$ cat src/rtl/sha1_mac_pkg.sv
package sha1_mac_pkg;
  localparam int WORD_W     = 32;
  localparam int NUM_WORDS  = 16;
  localparam int NUM_ROUNDS = 80;
  localparam int GROUP_LEN  = 20;
  localparam int ROUND_W    = $clog2(NUM_ROUNDS);
  localparam int IDX_W      = $clog2(NUM_WORDS);
  localparam int BLOCK_W    = WORD_W * NUM_WORDS;
  localparam int MAC_W      = WORD_W * 5;

  localparam logic [WORD_W-1:0] INIT_A = 32'h67452301;
  localparam logic [WORD_W-1:0] INIT_B = 32'hEFCDAB89;
  localparam logic [WORD_W-1:0] INIT_C = 32'h98BADCFE;
  localparam logic [WORD_W-1:0] INIT_D = 32'h10325476;
  localparam logic [WORD_W-1:0] INIT_E = 32'hC3D2E1F0;

  localparam logic [WORD_W-1:0] KCONST_0 = 32'h5A827999;
  localparam logic [WORD_W-1:0] KCONST_1 = 32'h6ED9EBA1;
  localparam logic [WORD_W-1:0] KCONST_2 = 32'h8F1BBCDC;
  localparam logic [WORD_W-1:0] KCONST_3 = 32'hCA62C1D6;

  typedef struct packed {
    logic load;
    logic round;
    logic finish;
  } ctrlStrobes_t;

  function automatic logic [WORD_W-1:0] rotl(input logic [WORD_W-1:0] x, input int n);
    return (x << n) | (x >> (WORD_W - n));
  endfunction

  function automatic logic [WORD_W-1:0] roundMix(input logic [ROUND_W-1:0] t,
                                                 input logic [WORD_W-1:0] b,
                                                 input logic [WORD_W-1:0] c,
                                                 input logic [WORD_W-1:0] d);
    if (t < ROUND_W'(GROUP_LEN))          return (b & c) | (~b & d);
    else if (t < ROUND_W'(2 * GROUP_LEN)) return b ^ c ^ d;
    else if (t < ROUND_W'(3 * GROUP_LEN)) return (b & c) | (b & d) | (c & d);
    else                                  return b ^ c ^ d;
  endfunction

  function automatic logic [WORD_W-1:0] roundConst(input logic [ROUND_W-1:0] t);
    if (t < ROUND_W'(GROUP_LEN))          return KCONST_0;
    else if (t < ROUND_W'(2 * GROUP_LEN)) return KCONST_1;
    else if (t < ROUND_W'(3 * GROUP_LEN)) return KCONST_2;
    else                                  return KCONST_3;
  endfunction
endpackage

$ cat src/rtl/sha1_mac_ctrl.sv
module sha1_mac_ctrl
  import sha1_mac_pkg::*;
(
  input  logic               clk,
  input  logic               rst_n,
  input  logic               start,
  output ctrlStrobes_t       strobes,
  output logic [ROUND_W-1:0] roundIdx,
  output logic               busy,
  output logic               done
);
  typedef enum logic [1:0] {S_IDLE, S_RUN, S_FINISH} ctrlState_t;

  localparam logic [ROUND_W-1:0] LAST_ROUND = ROUND_W'(NUM_ROUNDS - 1);

  ctrlState_t          state;
  logic [ROUND_W-1:0]  roundCnt;
  logic                doneQ;

  always_ff @(posedge clk or negedge rst_n) begin
    if (!rst_n) begin
      state    <= S_IDLE;
      roundCnt <= '0;
      doneQ    <= 1'b0;
    end else begin
      doneQ <= (state == S_FINISH);
      unique case (state)
        S_IDLE: begin
          if (start) begin
            state    <= S_RUN;
            roundCnt <= '0;
          end
        end
        S_RUN: begin
          roundCnt <= roundCnt + 1'b1;
          if (roundCnt == LAST_ROUND) state <= S_FINISH;
        end
        S_FINISH: state <= S_IDLE;
        default:  state <= S_IDLE;
      endcase
    end
  end

  always_comb begin
    strobes.load   = (state == S_IDLE) && start;
    strobes.round  = (state == S_RUN);
    strobes.finish = (state == S_FINISH);
  end

  assign roundIdx = roundCnt;
  assign busy     = (state != S_IDLE);
  assign done     = doneQ;

  p_launch_r6: assert property (@(posedge clk) disable iff (!rst_n)
    (!busy && start) |=> (busy && roundCnt == '0));
  p_done_idle_r6: assert property (@(posedge clk) disable iff (!rst_n)
    done |-> !busy);
  p_done_pulse_r8: assert property (@(posedge clk) disable iff (!rst_n)
    done |=> !done);
  p_no_restart_r7: assert property (@(posedge clk) disable iff (!rst_n)
    (state == S_RUN && roundCnt != LAST_ROUND && start) |=>
      (state == S_RUN && roundCnt == $past(roundCnt) + 1'b1));
endmodule

$ cat src/rtl/sha1_mac_datapath.sv
module sha1_mac_datapath
  import sha1_mac_pkg::*;
(
  input  logic               clk,
  input  logic               rst_n,
  input  ctrlStrobes_t       strobes,
  input  logic [ROUND_W-1:0] roundIdx,
  input  logic [BLOCK_W-1:0] msgBlock,
  output logic [MAC_W-1:0]   mac
);
  logic [WORD_W-1:0] regA, regB, regC, regD, regE;
  logic [WORD_W-1:0] sched [NUM_WORDS];
  logic [MAC_W-1:0]  macQ;

  logic [IDX_W-1:0]  slot;
  logic [WORD_W-1:0] expanded, wordT, tmpSum;

  always_comb begin
    slot     = roundIdx[IDX_W-1:0];
    expanded = rotl(sched[slot + IDX_W'(13)] ^ sched[slot + IDX_W'(8)] ^
                    sched[slot + IDX_W'(2)]  ^ sched[slot], 1);
    wordT    = (roundIdx < ROUND_W'(NUM_WORDS)) ? sched[slot] : expanded;
    tmpSum   = rotl(regA, 5) + roundMix(roundIdx, regB, regC, regD) + regE
               + wordT + roundConst(roundIdx);
  end

  always_ff @(posedge clk or negedge rst_n) begin
    if (!rst_n) begin
      regA <= '0; regB <= '0; regC <= '0; regD <= '0; regE <= '0;
      macQ <= '0;
      for (int i = 0; i < NUM_WORDS; i++) sched[i] <= '0;
    end else if (strobes.load) begin
      regA <= INIT_A; regB <= INIT_B; regC <= INIT_C; regD <= INIT_D; regE <= INIT_E;
      for (int i = 0; i < NUM_WORDS; i++)
        sched[i] <= msgBlock[BLOCK_W-1-WORD_W*i -: WORD_W];
    end else if (strobes.round) begin
      regE <= regD;
      regD <= regC;
      regC <= rotl(regB, 30);
      regB <= regA;
      regA <= tmpSum;
      sched[slot] <= wordT;
    end else if (strobes.finish) begin
      macQ <= {regA + INIT_A, regB + INIT_B, regC + INIT_C, regD + INIT_D, regE + INIT_E};
    end
  end

  assign mac = macQ;

  p_mac_hold_r9: assert property (@(posedge clk) disable iff (!rst_n)
    !strobes.finish |=> $stable(macQ));
  p_strobe_excl_r6: assert property (@(posedge clk) disable iff (!rst_n)
    $onehot0({strobes.load, strobes.round, strobes.finish}));
endmodule

$ cat src/rtl/sha1_mac.sv
module sha1_mac
  import sha1_mac_pkg::*;
(
  input  logic           clk,
  input  logic           rst_n,
  input  logic           start,
  input  logic [511:0]   msgBlock,
  output logic           busy,
  output logic           done,
  output logic [159:0]   mac
);
  ctrlStrobes_t       strobes;
  logic [ROUND_W-1:0] roundIdx;

  sha1_mac_ctrl u_ctrl (
    .clk      (clk),
    .rst_n    (rst_n),
    .start    (start),
    .strobes  (strobes),
    .roundIdx (roundIdx),
    .busy     (busy),
    .done     (done)
  );

  sha1_mac_datapath u_dp (
    .clk      (clk),
    .rst_n    (rst_n),
    .strobes  (strobes),
    .roundIdx (roundIdx),
    .msgBlock (msgBlock),
    .mac      (mac)
  );
endmodule

$ cat config.mk
export PLATFORM = sky130hd
export DESIGN_NAME = sha1_mac
export DESIGN_NICKNAME = d
export VERILOG_FILES = /design/src/rtl/sha1_mac_pkg.sv /design/src/rtl/sha1_mac_ctrl.sv /design/src/rtl/sha1_mac_datapath.sv /design/src/rtl/sha1_mac.sv
export SDC_FILE = /design/constraint.sdc
export NUM_CORES = 2
export LEC_CHECK = 0
export BUFFER_PORTS_ARGS = -buffer_cell sky130_fd_sc_hd__buf_2
export CAP_MARGIN = 20
export CELL_PAD_IN_SITES_DETAIL_PLACEMENT = 0
export CELL_PAD_IN_SITES_GLOBAL_PLACEMENT = 1
export CORE_AREA = 2 2 452 320
export DETAILED_ROUTE_END_ITERATION = 12
export DIE_AREA = 0 0 454 322
export PLACE_DENSITY_LB_ADDON = 0.1
export SKIP_CTS_REPAIR_TIMING = 1
export SYNTH_ARGS = -nofsm -noshare
export SYNTH_HDL_FRONTEND = slang
export SYNTH_SLANG_ARGS = --single-unit
$ cat constraint.sdc
create_clock -name clk -period 19.8 [get_ports clk]
set_input_delay 4.95 -clock clk [delete_from_list [all_inputs] [get_ports clk]]
set_output_delay 4.95 -clock clk [all_outputs]
set_load 0.02 [all_outputs]
==> flow_metrics.py <==
metrics = {
    "outcome": {
        "outcome": "completed",
    },
    "worst_setup_path": {
        "crit_chain": "inv_1 -> ha_4 -> buf_4 -> mux4_2 -> mux4_2 -> xnor2_1 -> xnor2_1 -> nor2_1 -> a21oi_2 -> inv_2 -> fa_1 -> fa_1 -> inv_1 -> ha_1 -> a21o_1 -> a21oi_1 -> o21ai_1 -> a31o_2 -> and3_1 -> o31ai_1 -> a21oi_1 -> or3_1 -> o31a_1 -> o211ai_1",
        "ff2ff_setup_slack_ns": 11.02,
        "slowest_stage": "dfrtp_4",
        "cp.arrival_ns": 9.43,
        "startpoint_type": "flip-flop",
        "reg2reg_from": "u_ctrl.roundIdx[1]",
        "end_kind": "flip-flop",
        "cpPeakStageDelay_ns": 1.10,
        "crit_type": "flip-flop to flip-flop",
        "cp_data_required_time_ns": 20.44,
        "cp_max_fo": 64,
        "crit_path_start": "u_ctrl.roundIdx[1]",
    },
    "synth": {
        "async_reset_ff_frac": 1.00,
        "syn_area_per_cell_um2": 10.2,
        "netlist_area_mm2": 0.0549,
        "ys_top_cells_by_area": "dfrtp_1 38%, mux4_2 18%, nand2_1 10%",
        "ys_seq_elements": 842,
        "synthFlopType": "dfrtp_1",
        "synth_edf_count": 0,
        "synth_top_area_share": 0.383,
        "netlist.top_cell.by_area": "dfrtp_1",
        "syn_nets": 6056,
        "ys_warn_count": 0,
        "ys_seq_area_frac": 0.383,
        "synth_cell_types": 64,
        "syn_inst": 5369,
    },
    "clock_tree": {
        "root_buffer": "clkbuf_16",
        "worst_skew_pair.late_latency_ns": 0.74,
        "cts_sinks": 842,
        "numCtsBuffers": 95,
        "ctsLongestPathBuffers": 3,
        "path_clk_slew_ns": 0.06,
        "cts_tree": "built",
        "h-tree-depth": 3,
    },
    "global_routing": {
        "met2_usage": 0.484,
        "first_global_vias": 44800,
        "grt_pass1_wl_mm": 327,
        "grt_usage": 0.310,
        "grt-busiest-layer": "met2",
        "antenna_found_initial": 9,
        "met1_usage": 0.425,
        "grt_util_met3": 0.0576,
        "grt-ovfl-total": 0,
        "grt_max_degree": 173,
    },
    "detailed_routing": {
        "drt-pass1-iter-count": 5,
        "num_vias": 46000,
        "drc": 0,
        "wire_per_inst_um": 29.6,
        "antenna_left": 0,
        "viasPerCell": 5.93,
        "drt-total-wl_mm": 229,
        "drt_iter0_markers": 4532,
    },
    "sta": {
        "hold_viol_final": 0,
        "finalSetupTns_ns": 0,
        "rsz0062_at_grt": "false",
        "setup-violations-final": 0,
        "maxSlewViolCount": 0,
        "fin_worst_skew_ns": 0.0287,
        "slew_headroom": 0.230,
        "fin_crit_sh": 0.444,
        "fin_crit_ns": 8.78,
        "worst_pin_slew_ns": 1.15,
        "fmax_mhz": 114,
    },
    "floorplanning": {
        "num_rows": 116,
        "top_level_ports": 677,
        "start_util": 0.387,
        "die_area_mm2": 0.146,
        "core_mm2": 0.142,
        "dieHeight_um": 322,
        "die_x_um": 454,
    },
    "pwr": {
        "ir_drop_v": 0.0000604,
        "power_w": 0.00379,
        "power_density_mw_per_mm2": 60.1,
        "leakage_nw": 28.9,
    },
    "placed_design": {
        "place_congestion": 0.909,
        "dpl.hpwl_mm": 163,
        "port_buffers": 676,
    },
    "final_layout": {
        "layout.nets": 6471,
        "ff_latch_area_mm2": 0.0211,
        "fillers": 13600,
        "drive_gt1_frac": 0.264,
        "mostFrequentLayoutCell": "nand2_1",
        "multi_input_area_mm2": 0.0313,
        "syn_to_final_growth_pct": 14.9,
        "final_cell_mix": "1493 x nand2_1, 839 x dfrtp_1, 675 x buf_2, 512 x a22oi_1, 448 x mux4_2",
    },
    "min_path": {
        "worstHoldPathType": "flip-flop to flip-flop",
        "holdCritStartpoint": "u_dp.mac[125]",
    },
    "job": {
        "max-cap-violations": 0,
    },
}
==> sequential cells by signal (all words and copies together), names as in the netlist <==
signal and flops:
u_dp.sched 512, u_dp.regC 32, u_ctrl.state 2, u_dp.regB 32
u_dp.mac 160, u_dp.regE 32, u_ctrl.roundIdx 7, u_ctrl.done 1
u_dp.regD 32, u_dp.regA 32
==> worst max-delay path, delay by kind of cell (launching register included) <==
kind / cells / cell delay, ns
xor gates and xnor gates: 2 / 0.40
adders and majority gates: 4 / 2.09
muxes: 2 / 0.89
buffers and inverters: 4 / 1.03
and+or+nand+nor: 3 / 0.67
DFF: 1 / 1.10
AOI/OAI and AO/OA: 9 / 2.44
==> power by group <==
part / switching, W / total (W) / internal (W)
registers: 0 / 0.00172 / 0.00172
logic: 0.0000929 / 0.000132 / 0.0000394
clock network: 0.000810 / 0.00194 / 0.00113
==> per-layer routing <==
layer	part of all wire	up-vias
met5	0.000087	-
met4	0.046	2
met3	0.072	387
met2	0.46	2082
met1	0.42	23500
li1	-	20000
==> synth_stat cells, drive strengths merged (24+ instances only) <==
cell type / instances
inv: 203
nor3: 33
o21ai: 258
ha: 53
nand2b: 24
mux2i: 88
xnor2: 180
xor2: 75
mux4: 448
a22oi: 512
buf: 172
clkbuf: 287
nand3: 102
nand2: 1494
nor2: 118
o211ai: 43
a21oi: 77
fa: 119
o31ai: 27
dfrtp: 842
==> per-stage QoR <==
stage                     cell area, um^2  hold slack (ns)   util  setup WS, ns  cells
after floorplan                     54900            0.462      -         12.66   5369
after global placement              59700            0.451  0.421         11.03   7571
after detailed placement            59700            0.454  0.421         11.01   7571
after CTS                           63000            0.468  0.444         11.05   7743
after global routing                63100            0.497  0.445         10.61   7749
final                               63100            0.460  0.445         11.02   7749
==> layout make-up <==
| type | instances | area share |
|---|---|---|
| inverter | 205 | 0.0122 |
| antenna | 2 | 0.0000793 |
| sequential | 842 | 0.334 |
| tap | 1888 | 0.0374 |
| timing repair buffer | 777 | 0.0675 |
| multi-input combinational | 3863 | 0.496 |
| clock buffer | 136 | 0.0446 |
| clock inverter | 36 | 0.00785 |
==> worst paths after layout <==
check,endpoint,cells past startpoint
worst max-delay path,u_dp.regA[29],24
worst min-delay path,u_dp.mac[125],2
worst max register to register,u_dp.regA[29],24
worst min register to register,u_dp.mac[125],2
max in group asynchronous,u_dp.sched[284],5
min in group asynchronous,u_dp.mac[36],1
==> logic make-up (layout without fill, tap and decap cells) <==
family,count (synthesis),count (layout),share of synthesized area
xor gates and xnor gates,255,255,0.0413
muxes,557,557,0.204
AOI/OAI and AO/OA,1041,1041,0.131
other,0,2,0
DFF,842,842,0.383
and+or+nand+nor,1837,1837,0.133
buffers and inverters,664,1154,0.0511
adders and majority gates,173,173,0.0556
(Power assumes the default switching activity.)
